$ cat config.mk
export PLATFORM = sky130hd
export DESIGN_NAME = exc_entry_ctrl
export DESIGN_NICKNAME = d
export VERILOG_FILES = /design/src/rtl/exc_entry_pkg.sv /design/src/rtl/exc_prio.sv /design/src/rtl/exc_vec.sv /design/src/rtl/exc_ie.sv /design/src/rtl/exc_entry_ctrl.sv
export SDC_FILE = /design/constraint.sdc
export NUM_CORES = 1
export LEC_CHECK = 0
export ABC_CLOCK_PERIOD_IN_PS = 3900
export CAP_MARGIN = 20
export CORE_MARGIN = 2
export CORE_UTILIZATION = 45
export CTS_CLUSTER_DIAMETER = 80
export DETAILED_ROUTE_END_ITERATION = 8
export HOLD_SLACK_MARGIN = 0.1
export PLACE_DENSITY_LB_ADDON = 0.2
export SLEW_MARGIN = 10
export SYNTH_ARGS = -nofsm -noshare
export SYNTH_HDL_FRONTEND = slang
export SYNTH_SLANG_ARGS = --single-unit
$ cat constraint.sdc
create_clock -name clk -period 3.9 [get_ports clk]
set_clock_uncertainty 0.05 [all_clocks]
set_input_delay 0.78 -clock clk [delete_from_list [all_inputs] [get_ports clk]]
set_output_delay 0.78 -clock clk [all_outputs]
set_load 0.05 [all_outputs]
$ cat src/rtl/exc_entry_pkg.sv
package exc_entry_pkg;

    localparam int unsigned NCAUSE = 8;
    localparam int unsigned IDXW   = $clog2(NCAUSE);

    typedef enum logic [IDXW-1:0] {
        CAUSE_RESET = 3'd0,
        CAUSE_BREAK = 3'd1,
        CAUSE_IBUS  = 3'd2,
        CAUSE_WATCH = 3'd3,
        CAUSE_DBUS  = 3'd4,
        CAUSE_DIVZ  = 3'd5,
        CAUSE_IRQ   = 3'd6,
        CAUSE_SCALL = 3'd7
    } cause_e;

    typedef enum logic {
        ST_RUN   = 1'b0,
        ST_REDIR = 1'b1
    } entry_state_e;

    typedef struct packed {
        logic bie;
        logic eie;
        logic gie;
    } ie_bits_t;

    function automatic logic cause_is_debug(input cause_e c);
        return (c == CAUSE_BREAK) || (c == CAUSE_WATCH);
    endfunction

endpackage

$ cat src/rtl/exc_prio.sv
module exc_prio #(
    parameter int unsigned N    = 8,
    parameter int unsigned IDXW = $clog2(N)
) (
    input  logic            clk,
    input  logic            rst_n,
    input  logic [N-1:0]    req,
    output logic            any,
    output logic [IDXW-1:0] idx
);

    always_comb begin
        any = 1'b0;
        idx = '0;
        for (int i = N - 1; i >= 0; i--) begin
            if (req[i]) begin
                any = 1'b1;
                idx = IDXW'(i);
            end
        end
    end

    logic [N-1:0] below_mask;
    assign below_mask = (N'(1) << idx) - N'(1);

    // lowest pending index wins: nothing pending below the winner
    assert_lowest_wins_R2: assert property (@(posedge clk) disable iff (!rst_n)
        any |-> (((req & below_mask) == '0) && req[idx]));

    assert_none_when_idle_R2: assert property (@(posedge clk) disable iff (!rst_n)
        (req == '0) |-> !any);

endmodule

$ cat src/rtl/exc_vec.sv
module exc_vec #(
    parameter int unsigned XLEN      = 32,
    parameter int unsigned VEC_SHIFT = 5,
    parameter int unsigned IDXW      = 3
) (
    input  logic [XLEN-1:0] nbase,
    input  logic [XLEN-1:0] dbase,
    input  logic            use_dbase,
    input  logic [IDXW-1:0] idx,
    output logic [XLEN-1:0] vec
);

    logic [XLEN-1:0] sel_base;
    logic [XLEN-1:0] offset;

    assign sel_base = use_dbase ? dbase : nbase;
    assign offset   = XLEN'(idx) << VEC_SHIFT;
    assign vec      = sel_base + offset;

endmodule

$ cat src/rtl/exc_ie.sv
module exc_ie
    import exc_entry_pkg::*;
(
    input  logic     clk,
    input  logic     rst_n,
    input  logic     take,
    input  logic     dbg,
    input  logic     we,
    input  ie_bits_t wdata,
    output ie_bits_t ie_q
);

    always_ff @(posedge clk) begin
        if (!rst_n) begin
            ie_q <= '0;
        end else if (take) begin
            ie_q.gie <= 1'b0;
            if (dbg) begin
                ie_q.bie <= ie_q.bie | ie_q.gie;
            end else begin
                ie_q.eie <= ie_q.eie | ie_q.gie;
            end
        end else if (we) begin
            ie_q <= wdata;
        end
    end

    assert_normal_save_R6: assert property (@(posedge clk) disable iff (!rst_n)
        (take && !dbg) |=> (!ie_q.gie
                            && (ie_q.eie == ($past(ie_q.eie) | $past(ie_q.gie)))
                            && (ie_q.bie == $past(ie_q.bie))));

    assert_debug_save_R7: assert property (@(posedge clk) disable iff (!rst_n)
        (take && dbg) |=> (!ie_q.gie
                           && (ie_q.bie == ($past(ie_q.bie) | $past(ie_q.gie)))
                           && (ie_q.eie == $past(ie_q.eie))));

    assert_write_loads_R10: assert property (@(posedge clk) disable iff (!rst_n)
        (we && !take) |=> (ie_q == $past(wdata)));

endmodule

$ cat src/rtl/exc_entry_ctrl.sv
module exc_entry_ctrl
    import exc_entry_pkg::*;
#(
    parameter int unsigned XLEN      = 32,
    parameter int unsigned VEC_SHIFT = 5,
    parameter int unsigned BASE_LSB  = 8
) (
    input  logic                clk,
    input  logic                rst_n,
    input  logic [NCAUSE-1:0]   trap_req,
    input  logic                irq_req,
    input  logic [XLEN-1:0]     cur_pc,
    input  logic                remap,
    input  logic                ie_we,
    input  logic [2:0]          ie_wdata,
    input  logic                base_we,
    input  logic                base_sel,
    input  logic [XLEN-1:0]     base_wdata,
    output logic                redirect_o,
    output logic [XLEN-1:0]     new_pc_o,
    output logic [IDXW-1:0]     cause_o,
    output logic [XLEN-1:0]     ea_o,
    output logic [XLEN-1:0]     ba_o,
    output logic [2:0]          ie_o,
    output logic [XLEN-1:0]     nbase_o,
    output logic [XLEN-1:0]     dbase_o
);

    localparam logic [XLEN-1:0]   BASE_MASK = ~((XLEN'(1) << BASE_LSB) - XLEN'(1));
    localparam logic [NCAUSE-1:0] IRQ_BIT   = NCAUSE'(1) << CAUSE_IRQ;

    entry_state_e state_q, state_d;
    ie_bits_t     ie_q;
    logic [NCAUSE-1:0] eff_req;
    logic              any_pend;
    logic [IDXW-1:0]   win_idx;
    logic              win_dbg;
    logic              take;
    logic [XLEN-1:0]   vec;
    logic [XLEN-1:0]   nbase_q, dbase_q, ea_q, ba_q, pc_q;
    logic [IDXW-1:0]   cause_q;

    // interrupt line replaces request bit 6, gated by global enable
    assign eff_req = (trap_req & ~IRQ_BIT)
                   | (NCAUSE'(irq_req & ie_q.gie) << CAUSE_IRQ);

    exc_prio #(.N(NCAUSE), .IDXW(IDXW)) u_prio (
        .clk   (clk),
        .rst_n (rst_n),
        .req   (eff_req),
        .any   (any_pend),
        .idx   (win_idx)
    );

    assign win_dbg = cause_is_debug(cause_e'(win_idx));
    assign take    = (state_q == ST_RUN) && any_pend;

    exc_vec #(.XLEN(XLEN), .VEC_SHIFT(VEC_SHIFT), .IDXW(IDXW)) u_vec (
        .nbase     (nbase_q),
        .dbase     (dbase_q),
        .use_dbase (win_dbg || remap),
        .idx       (win_idx),
        .vec       (vec)
    );

    exc_ie u_ie (
        .clk   (clk),
        .rst_n (rst_n),
        .take  (take),
        .dbg   (win_dbg),
        .we    (ie_we),
        .wdata (ie_bits_t'(ie_wdata)),
        .ie_q  (ie_q)
    );

    // state register
    always_ff @(posedge clk) begin
        if (!rst_n) state_q <= ST_RUN;
        else        state_q <= state_d;
    end

    // transitions: take (RUN->REDIR), release (REDIR->RUN)
    always_comb begin
        state_d = state_q;
        unique case (state_q)
            ST_RUN:   if (any_pend) state_d = ST_REDIR;
            ST_REDIR: state_d = ST_RUN;
            default:  state_d = ST_RUN;
        endcase
    end

    // entry results and base registers
    always_ff @(posedge clk) begin
        if (!rst_n) begin
            pc_q    <= '0;
            cause_q <= '0;
            ea_q    <= '0;
            ba_q    <= '0;
            nbase_q <= '0;
            dbase_q <= '0;
        end else begin
            if (take) begin
                pc_q    <= vec;
                cause_q <= win_idx;
                if (win_dbg) ba_q <= cur_pc;
                else         ea_q <= cur_pc;
            end
            if (base_we) begin
                if (base_sel) dbase_q <= base_wdata & BASE_MASK;
                else          nbase_q <= base_wdata & BASE_MASK;
            end
        end
    end

    assign redirect_o = (state_q == ST_REDIR);
    assign new_pc_o   = pc_q;
    assign cause_o    = cause_q;
    assign ea_o       = ea_q;
    assign ba_o       = ba_q;
    assign ie_o       = ie_q;
    assign nbase_o    = nbase_q;
    assign dbase_o    = dbase_q;

    assert_strobe_single_R9: assert property (@(posedge clk) disable iff (!rst_n)
        redirect_o |=> !redirect_o);

    assert_take_strobes_R9: assert property (@(posedge clk) disable iff (!rst_n)
        (!redirect_o && ((trap_req & ~IRQ_BIT) != '0)) |=> redirect_o);

    assert_vec_aligned_R3: assert property (@(posedge clk) disable iff (!rst_n)
        redirect_o |-> (new_pc_o[VEC_SHIFT-1:0] == '0));

    assert_ea_saved_R5: assert property (@(posedge clk) disable iff (!rst_n)
        (take && !win_dbg) |=> ((ea_o == $past(cur_pc)) && $stable(ba_o)));

    assert_ba_saved_R5: assert property (@(posedge clk) disable iff (!rst_n)
        (take && win_dbg) |=> ((ba_o == $past(cur_pc)) && $stable(ea_o)));

    assert_irq_gated_R8: assert property (@(posedge clk) disable iff (!rst_n)
        (redirect_o && $rose(redirect_o) && (cause_o == CAUSE_IRQ))
            |-> $past(irq_req && ie_o[0]));

    assert_bases_aligned_R11: assert property (@(posedge clk) disable iff (!rst_n)
        ((nbase_o[BASE_LSB-1:0] == '0) && (dbase_o[BASE_LSB-1:0] == '0)));

endmodule

# After elaboration in Yosys (flattened, before gate mapping)
# Index checks and enable logic that the tools add are counted.
dict set report word_totals {
  regBits 151
  input_bits 82
  out_inout_bits 167
  elab_cells 57
}
dict set report op_classes {
  n_addsub 1
  n_eq_ne 4
  muxes 23
  bitwise 8
  n_reduce_logical 11
}
# cell count
set ops {}
lappend ops {{32-bit by 8-bit adder with 32-bit output} 1}
lappend ops {{32-bit 2-to-1 mux} 1}
lappend ops {{3-bit 2-to-1 mux} 10}
lappend ops {{2-bit AND reduction} 6}
lappend ops {{1-bit 2-to-1 mux} 11}
lappend ops {{8-bit by 7-bit bitwise OR with 8-bit output} 1}
lappend ops {{2-bit inequality test (second input constant)} 2}
lappend ops {{1-bit NOT} 4}
lappend ops {{3-bit by 1-bit equality test with 1-bit output (second input constant)} 1}
lappend ops {{3-bit by 2-bit equality test with 1-bit output (second input constant)} 1}
lappend ops {{1-bit logical OR} 2}
lappend ops {{1-bit bitwise OR} 2}
lappend ops {{1-bit case mux with 2 select lines} 1}
lappend ops {{2-bit nonzero test} 1}
lappend ops {{2-bit OR reduction} 1}
lappend ops {{1-bit bitwise AND} 1}
lappend ops {{1-bit logical AND} 1}

# Depth between registers and ports, before layout
# Gate-level depths: netlist (run 1).
dict set report depth {
  ltp_word 15
  ltp_mapped 6
  depth_no_buf 4
}

# Cells and area by module
# From an unflattened synthesis (run 1), not the netlist that was laid out.
dict set report unflattened {
  hier_cells 848
  hier_area_um2 7220.7
}
# mod instances cells_per_inst area_per_inst_um2 seq_area_each_um2
set by_module_without_submodules {}
lappend by_module_without_submodules {exc_entry_ctrl 1 671 5823.1 2962.8}
lappend by_module_without_submodules {exc_vec 1 152 1181.1 0.0}
lappend by_module_without_submodules {exc_ie 1 12 136.4 60.1}
lappend by_module_without_submodules {exc_prio 1 13 80.1 0.0}

# Worst setup path after synthesis (run 1)
# OpenSTA, ideal clock, no wires.
dict set report synth_timing {
  path_type {input -> register}
  from {in trap_req[2]}
  to {reg pc_q[26] (netlist: new_pc_o[26])}
  setup_time_ns 0.136
  t_arrival_ns 1.784
  required_time_ns 3.714
  slack_ns 1.930
  stages 5
  path_buffers 1
  path_cell_list {nor4_2 > a21oi_2 > clkbuf_1 > o21ai_0 > a31oi_1}
}
dict set report synth_via {
  elab_chain_len 9
  word_cells_on_any_way 14
  classes_between {add/sub: 1; eq/ne: 2; mux: 7; bitwise: 1; reduce/logical: 3}
}
# item line
set synth_lines {}
lappend synth_lines {{from (decl)} exc_entry_ctrl.sv:10} ;# input logic [NCAUSE-1:0] trap_req,
lappend synth_lines {{8-bit by 7-bit bitwise OR with 8-bit output *} exc_entry_ctrl.sv:45} ;# | (NCAUSE'(irq_req & ie_q.gie) << CAUSE_IRQ);
lappend synth_lines {{3-bit 2-to-1 mux (3 in a row)} exc_prio.sv:16} ;# if (req[i]) begin
lappend synth_lines {{3-bit by 1-bit equality test with 1-bit output or 3-bit by 2-bit equality test with 1-bit output (tied branches)} exc_entry_pkg.sv:29} ;# return (c == CAUSE_BREAK) || (c == CAUSE_WATCH);
lappend synth_lines {{1-bit logical OR} exc_entry_pkg.sv:29}
lappend synth_lines {{1-bit logical OR} exc_entry_ctrl.sv:61} ;# .use_dbase (win_dbg || remap),
lappend synth_lines {{32-bit 2-to-1 mux} exc_vec.sv:16} ;# assign sel_base = use_dbase ? dbase : nbase;
lappend synth_lines {{32-bit by 8-bit adder with 32-bit output} exc_vec.sv:18} ;# assign vec = sel_base + offset;
lappend synth_lines {{to (signal assigned)} exc_entry_ctrl.sv:103} ;# pc_q <= vec;
lappend synth_lines {{to (decl)} exc_entry_ctrl.sv:40} ;# logic [XLEN-1:0] nbase_q, dbase_q, ea_q, ba_q, pc_q;
# Every way passes the cells marked *; elsewhere a longest branch is shown, timed or not.
# A chain may end at the register's enable or synchronous reset.

# Final worst setup path (run 1)
dict set report layout_timing {
  from {in trap_req[0]}
  to {reg pc_q[28] (netlist: new_pc_o[28])}
}
dict set report layout_via {
  elab_chain_len 7
  word_cells_on_any_way 10
  classes_between {add/sub: 1; eq/ne: 2; mux: 3; bitwise: 1; reduce/logical: 3}
}
# item line
set layout_lines {}
lappend layout_lines {{8-bit by 7-bit bitwise OR with 8-bit output *} exc_entry_ctrl.sv:45}
lappend layout_lines {{3-bit 2-to-1 mux} exc_prio.sv:16}
lappend layout_lines {{3-bit by 1-bit equality test with 1-bit output or 3-bit by 2-bit equality test with 1-bit output (tied branches)} exc_entry_pkg.sv:29}
lappend layout_lines {{1-bit logical OR} exc_entry_pkg.sv:29}
lappend layout_lines {{1-bit logical OR} exc_entry_ctrl.sv:61}
lappend layout_lines {{32-bit 2-to-1 mux} exc_vec.sv:16}
lappend layout_lines {{32-bit by 8-bit adder with 32-bit output} exc_vec.sv:18}
# Marks and branches as above.

==> impl_summary.md, run 1 <==
Hold path
The count of cells along the worst hold path is 2. The worst hold path terminates at ba_o[2]. The kind of path behind the tightest hold check is reg2reg. The startpoint identified for the worst hold timing path is ba_o[2].

STA
The aggregate negative setup slack is 0 ns. The share of the clock period used by the worst path is 0.732. The final number of setup-violating endpoints is 0. The relative max-transition margin is 0.251. After layout, the minimum clock period comes to 2.85 ns. At the pin with the least slew margin, the transition time is 1.12 ns. The upper clock frequency limit is 350 MHz. The number of hold-slack violations in the final timing report is 0. Setup repair after global routing left no endpoint under its margin. The final max-slew violation count is 0. Once routing completed, OpenROAD measured the worst setup slack at 1.05 ns.

Logic synthesis
The fraction of the mapped netlist area in compound gates was 0.187. For this run, asynchronously set or reset flops after synthesis account for 0. The number of synthesized register bits is 143. The area of the mapped netlist is 5640 sq um. The fraction of synthesized cell area in xor and xnor cells is 0. During synthesis, Yosys emitted a total of 0 warnings.

Of the total synthesized cell area, the portion taken by full adders, half adders and majority gates is 0. The share of synthesized area in the top cell type comes to 0.508. The number of enable flip-flop cells after synthesis is 0. After synthesis, the largest family of logic cells by area is compound AO/OA/AOI/OAI gates. The share of cell area taken by muxes after synthesis is 0.0426. In this run the mean area of a mapped cell was 8.03 sq um.

The flip-flop cell with the highest count after synthesis is sky130_fd_sc_hd__dfxtp_1. For this run, the register share of the synthesized area comes to 0.508. Synthesis produced a netlist whose cell count is 702. The leading area contributor after synthesis is sky130_fd_sc_hd__dfxtp_1.

The number of different library cells used by synthesis comes to 34. Of the total synthesized cell area, the portion taken by AND, OR, NAND and NOR gates is 0.186. Sorting the synthesized cells by area gives the leading types as sky130_fd_sc_hd__dfxtp_1 51%, sky130_fd_sc_hd__nand2_1 14%, sky130_fd_sc_hd__a21oi_1 8.4%, sky130_fd_sc_hd__o21ai_0 5.2%, sky130_fd_sc_hd__mux2i_1 4.3%.

Cells and area
The number of nets in the finished design is 972. Measured on the finished design, the core utilization comes to 0.695. The share of post-route cells with drive strength above 1 is 0.0543.

The count of inserted antenna diode cells is 0. The area growth from synthesis to final layout is 49.3%. Leaving out fill and tap cells, the most frequent cell in the layout is sky130_fd_sc_hd__clkdlybuf4s50_1. The library cells used most frequently in the layout, excluding fill and tap cells, are 217 x sky130_fd_sc_hd__clkdlybuf4s50_1, 208 x sky130_fd_sc_hd__nand2_1, 143 x sky130_fd_sc_hd__dfxtp_1.

Status
The flow ran to the end, and the final reports show no timing, DRC or antenna violations.

Worst setup path
The critical path startpoint category is an input pin. Along the worst path, the maximum fanout reaches 42. The reg-to-reg startpoint is u_ie.ie_q[0]. The critical path is of the in2reg type.

The worst register-to-register path has a setup slack of 1.58 ns. The largest stage delay on the critical path is 0.83 ns. The required time of the critical path is 4.18 ns. The worst setup path is captured at a register. Walking the worst path, the cells encountered are clkdlybuf4s50_1 > nor4_2 > a21oi_4 > buf_4 > o21ai_0 > a31oi_1.

In this run the critical register-to-register path is captured at new_pc_o[28]. The worst reg2reg path depth is 5. The worst path arrival time is 3.14 ns. The cell with the biggest individual delay on the critical path is sky130_fd_sc_hd__a21oi_4.

Routing
For this block, the initial DRC count from the detailed router was 390. The via-per-instance ratio is 5.19. The detailed-route wire length is 17.6 mm. In the final routed layout, each cell accounts on average for 16.5 um. For this run, design rule violations remaining after detail routing come to 0. The via count is 5557. The first detailed-routing pass took 6 iterations. Once detail routing completed, the nets flagged for antenna violations numbered 0.

Place
The total half-perimeter wirelength after legalization and detailed placement is 11.8 mm. The total of buffers placed on input and output ports is 218. The final weighted congestion of routability-driven global placement is 0.823. The pre-CTS setup slack is 0.688 ns.

Global routing
The number of antenna violations at the first check in global routing is 0. The first global-routing pass estimated 27.2 mm of wire. The maximum number of pins on one net before global-route repair is 72. The number of global-route vias before repair is 5400. The total overflow left after global routing is 0. The global-route usage over all layers is 0.259.

Clock network
For the worst-skew pair, the clock arrives at the later sink with an insertion delay of 0.41 ns. TritonCTS built the clock tree. In this run the clock root is driven by a sky130_fd_sc_hd__clkbuf_16. The H-tree depth is 4. For this design, the sink count on the clock tree is 143.

The clock slew at the register clock pins of the worst setup and hold paths is 0.05 ns. In this run, post-CTS repair resized a total of 0 instances. The post-CTS setup repair buffer count is 0. The number of clock buffers inserted by TritonCTS is 17. In this run, post-CTS hold repair placed 0 buffers. The maximum buffer depth of the clock tree is 2.

Flow run
The tool flagged a number of max-cap violations equal to 0.

Die
The initial standard-cell utilization of the core is 0.466. The height of the die is 116 um. The floorplan step defined a die boundary enclosing 13400 sq um. The core region is 12100 sq um.

For this design the top-level I/O count stands at 249. The standard-cell row count is 40. The floorplan step set the die width to 116 um.

Pwr
Summed over all cells, the static leakage comes to 0.00310 uW. For this design the ratio of total power to cell area is 489 nW/um^2. The worst-case IR drop observed on VDD is 0.328 mV.
stage by stage:
| step | hold WS (ns) | area, sq um | power [uW] | std cells |
|---|---|---|---|---|
| floorplan | 0.623 | 5720 | 2190 | 722 |
| global placement | 0.392 | 7790 | 2480 | 1038 |
| detailed placement | 0.396 | 7790 | 2500 | 1038 |
| CTS | 0.404 | 8390 | 4130 | 1069 |
| global route | 0.420 | 8420 | 4260 | 1070 |
| finish | 0.403 | 8420 | 4120 | 1070 |
kinds of logic after synthesis:
group / count (synthesis)
other cells: 1
buf+inv: 84
compound gates: 191
simple gates: 259
flops: 143
mux: 24
where the power goes:
group,internal (uW),total (uW),leakage (uW),switching [uW]
sequential,1550,1600,0.00117,52.4
combinational,286,875,0.00163,588
clock,1070,1640,0.000297,577
total,2900,4120,0.00310,1220
worst max path at each step:
stage	from	to	slack [ns]	cells past startpoint
2_1_floorplan	trap_req[2]	new_pc_o[26]	1.93	5
3_3_place_gp	trap_req[0]	new_pc_o[29]	0.74	6
3_5_place_dp	trap_req[0]	new_pc_o[25]	0.69	6
4_1_cts	trap_req[0]	new_pc_o[28]	1.05	6
5_1_grt	trap_req[0]	new_pc_o[28]	0.89	6
6_report	trap_req[0]	new_pc_o[28]	1.05	6
Yosys cell counts, types with 2 or more instances:
master                     instances
sky130_fd_sc_hd__nand2_1         208
sky130_fd_sc_hd__dfxtp_1         143
sky130_fd_sc_hd__a21oi_1          95
sky130_fd_sc_hd__o21ai_0          59
sky130_fd_sc_hd__clkbuf_1         46
sky130_fd_sc_hd__nand3_1          34
sky130_fd_sc_hd__a31oi_1          25
sky130_fd_sc_hd__buf_4            24
sky130_fd_sc_hd__mux2i_1          24
sky130_fd_sc_hd__buf_2             7
sky130_fd_sc_hd__nor2_1            5
sky130_fd_sc_hd__inv_1             3
sky130_fd_sc_hd__nand2b_1          3
sky130_fd_sc_hd__a21oi_2           2
sky130_fd_sc_hd__and2_1            2
sky130_fd_sc_hd__and3_1            2
sky130_fd_sc_hd__buf_6             2
sky130_fd_sc_hd__nor3_1            2
cell type report:
| cell class | count | area, sq um |
|---|---|---|
| inverter | 4 | 15.0 |
| clock inverter | 6 | 105 |
| clock buffer | 25 | 495 |
| multi-input combinational | 495 | 2440 |
| fill | 1006 | 3690 |
| sequential | 143 | 2860 |
| tap | 168 | 210 |
| timing repair buffer | 229 | 2290 |
critical path: cells and delay by family:
family | cells | cell delay, ns
buffers and inverters | 2 | 1.04
AOI/OAI and AO/OA | 3 | 1.16
and+or+nand+nor | 1 | 0.15
routing by layer:
| layer | vias up | share of wire | routed length [um] | GRT usage |
|---|---|---|---|---|
| met5 | - | 0 | 0 | 0 |
| met4 | 0 | 0.026 | 459 | 0.108 |
| met3 | 33 | 0.080 | 1400 | 0.0764 |
| met2 | 232 | 0.50 | 8720 | 0.449 |
| met1 | 2587 | 0.40 | 7030 | 0.298 |
| li1 | 2705 | - | - | - |
sequential cells by signal, indices dropped and copies added, names as in the netlist:
signal and flops:
ba_o 32, ea_o 32, new_pc_o 25, dbase_o 24
nbase_o 24, u_ie.ie_q 3, cause_o 2, redirect_o 1
Power figures use the tool's default switching activity.
==> inputs of run 2 (changes only) <==
--- a/config.mk
+++ b/config.mk
@@ -5,10 +5,10 @@
 export SDC_FILE = /design/constraint.sdc
 export NUM_CORES = 1
 export LEC_CHECK = 0
-export ABC_CLOCK_PERIOD_IN_PS = 3900
+export ABC_CLOCK_PERIOD_IN_PS = 2800
 export CAP_MARGIN = 20
 export CORE_MARGIN = 2
-export CORE_UTILIZATION = 45
+export CORE_UTILIZATION = 42
 export CTS_CLUSTER_DIAMETER = 80
 export DETAILED_ROUTE_END_ITERATION = 8
 export HOLD_SLACK_MARGIN = 0.1
==> constraint.sdc (replaced) <==
create_clock -name clk -period 2.8 [get_ports clk]
set_clock_uncertainty 0.05 [all_clocks]
set_input_delay 0.56 -clock clk [delete_from_list [all_inputs] [get_ports clk]]
set_output_delay 0.56 -clock clk [all_outputs]
set_load 0.05 [all_outputs]
==> run 2 against run 1 <==
Sequential power is 39% higher. Sequential cell count stayed put. Count of clock-buffer cells in the layout is 6 lower. Design area is 1.3% higher. Power is 40% higher. Critical path depth is 5 lower. First-iteration DRC count is 16% lower. Die area is 6.9% higher. Combinational power is 41% higher. Cell count is 1.9% higher.
==> impl_summary.md, run 2 (synthesized netlist as in run 1, its figures left out) <==
Status
The run finished with clean final reports.

Cells and area
The final core area utilization is 0.647 (-0.0484). The post-layout instance count excluding filler cells is 1090 (+1.9%). The area growth from synthesis to final layout is 51.3%. The count of inserted antenna diode cells is 0 (unchanged). The most frequent standard cell in the layout excluding fill and tap cells is sky130_fd_sc_hd__clkdlybuf4s50_1. The top cell types in the final layout, fill and taps aside, are 217 x sky130_fd_sc_hd__clkdlybuf4s50_1, 208 x sky130_fd_sc_hd__nand2_1, 143 x sky130_fd_sc_hd__dfxtp_1. The post-route cell area is 8530 sq um (+1.3%). The share of post-route cells with drive strength above 1 was 0.0700 (+0.0157).

The number of nets in the finished design is 983 (+1.1%).

Hold path
The path class of the tightest hold or removal check is reg2reg.

STA
Of the available clock period, the critical path in the final layout requires 0.895. For this run, the top clock speed supported by timing is 399 MHz. The relative max-transition margin is 0.608 (+0.357). The final max-slew violation count is 0 (unchanged). The slew at the pin with the worst max-slew slack is 0.586 ns (-0.538 ns). The post-layout worst setup margin is 0.293 ns (-0.753 ns). The aggregate negative setup slack was 0 ns (unchanged). The time the worst path needs with I/O delays and setup is 2.51 ns. The number of hold-slack violations in the final timing report is 0 (unchanged). Setup repair after global routing left no endpoint under its margin.

The final number of setup-violating endpoints is 0 (unchanged).

Global routing
The number of global-route vias before repair was 5346 (-1.0%). The number of antenna violations at the first check in global routing is 0 (unchanged). The wire length of the first global-routing pass is 26.8 mm (-1.5%). The global-route usage over all layers was 0.238 (-0.0211). The total congestion overflow is 0 (unchanged). The maximum number of pins on one net before global-route repair is 51 (-29%).

Worst setup path
The largest stage delay on the critical path is 0.90 ns (+0.07 ns). The worst path arrival time is 1.90 ns (-1.24 ns). The worst-path maximum fanout is 9 (-79%). The kind of cell adding the most delay to the critical path is buffers and inverters. The required time of the critical path is 2.19 ns (-1.99 ns). The critical path goes through clkdlybuf4s50_1. STA classifies the critical path endpoint as a primary output. On the critical path, the stage with the largest delay is an instance of sky130_fd_sc_hd__clkdlybuf4s50_1.

The worst setup path is launched from a register. The sum of buffers and inverters on the critical path is 1 (-1). The setup path with the least slack is of type reg2out.

Die
The area of the die was 14400 sq um (+6.9%). The floorplan die width is 120 um (+3.4%). The height of the die is 120 um (+3.4%). The initial standard-cell utilization of the core is 0.428 (-0.0381).

The core footprint came to 13200 sq um (+8.9%). The number of primary I/O pins came to 249 (unchanged). The standard-cell row count is 42 (+5.0%).

Clock network
The H-tree depth is 4 (unchanged). The clock slew at the register clock pins of the worst setup and hold paths is 0.06 ns (about the same). The clock sink total is 143 (unchanged). The CTS tree is built. The maximum buffer depth of the clock tree came to 2 (unchanged). The number of hold buffers added after CTS came to 0 (unchanged). The insertion delay of the later-clocked pin in the worst-skew pair is 0.42 ns (about the same). The post-CTS setup repair buffer count is 0 (unchanged). The number of clock buffers inserted by TritonCTS was 17 (unchanged).

The clock root buffer master is sky130_fd_sc_hd__clkbuf_16. The post-cts sizing count is 0 (unchanged).

Routing
The via-per-instance ratio is 5.13 (-1.3%). The number of search-and-repair iterations in the first detailed-routing pass was 6 (unchanged). The DRC violation count after routing is 0 (unchanged). The number of DRC violations after detailed-routing iteration 0 came to 326 (-16%). The number of antenna-violating nets in the routed design is 0 (unchanged). The via count came to 5587 (+0.54%). The detailed-route wire length came to 17.4 mm (-1.1%).

The post-detailed-route wirelength per cell is 16.0 um (-2.9%).

Pwr
The ratio of total power to cell area is 675 nW/um^2 (+38%). The leakage power is 0.00316 uW (+1.6%). The peak ir drop on the vdd network is 0.385 mV (+18%).

Place
The instance count after placement with tap cells included came to 1058 (+1.9%). The pre-CTS setup slack is 0.185 ns (-0.503 ns). The post-detailed-placement cell area was 7930 sq um (+1.7%). The total of buffers placed on input and output ports came to 218 (unchanged).

The final weighted congestion of routability-driven global placement is 0.824 (about the same). The total half-perimeter wirelength after legalization and detailed placement is 11.9 mm (+1.4%).

Flow run
The number of maximum-capacitance violations came to 0 (unchanged).
-- run 2: cell types whose count changed in the layout (fill, tap and decap cells not counted) --
| cell | previous run | this run |
|---|---|---|
| sky130_fd_sc_hd__clkbuf_8 | 4 | 1 |
| sky130_fd_sc_hd__buf_4 | 9 | 19 |
| sky130_fd_sc_hd__inv_6 | 0 | 1 |
| sky130_fd_sc_hd__a21oi_4 | 1 | 2 |
| sky130_fd_sc_hd__buf_16 | 1 | 0 |
| sky130_fd_sc_hd__a21oi_2 | 1 | 0 |
| sky130_fd_sc_hd__clkinv_4 | 0 | 4 |
| sky130_fd_sc_hd__clkinvlp_4 | 0 | 2 |
| sky130_fd_sc_hd__buf_12 | 1 | 3 |
| sky130_fd_sc_hd__clkbuf_1 | 4 | 1 |
-- run 2: final timing paths --
check	cells after the start	startpoint	slack, ns	end
min	2	ba_o[17]	0.40	ba_o[17]
max	1	redirect_o	0.29	redirect_o
max reg2reg	5	u_ie.ie_q[0]	0.91	ea_o[3]
min reg2reg	2	ba_o[17]	0.40	ba_o[17]
-- run 2: cell type report --
| class | instances | area (sq um) |
|---|---|---|
| sequential | 143 | 2860 |
| fill | 1163 | 4660 |
| inverter | 4 | 15.0 |
| multi-input combinational | 495 | 2450 |
| clock buffer | 19 | 443 |
| timing repair buffer | 240 | 2380 |
| clock inverter | 13 | 164 |
| tap | 176 | 220 |
-- run 2: report_power, final --
group,internal [uW],switching [uW],total (uW)
Combinational,411,818,1230
Clock,1430,872,2300
Sequential,2160,74.0,2230
-- run 2: metrics by stage --
stage / power (uW) / hold WS (ns)
floorplan: 3050 / 0.623
finish: 5760 / 0.405
global route: 5950 / 0.424
detailed placement: 3500 / 0.396
global placement: 3480 / 0.392
CTS: 5790 / 0.404
-- run 2: routing by layer --
| layer | share of wire | track usage | vias to the layer above |
|---|---|---|---|
| met5 | 0 | 0 | - |
| met4 | 0.024 | 0.112 | 0 |
| met3 | 0.079 | 0.0756 | 38 |
| met2 | 0.50 | 0.417 | 243 |
| met1 | 0.40 | 0.260 | 2581 |
| li1 | - | - | 2725 |
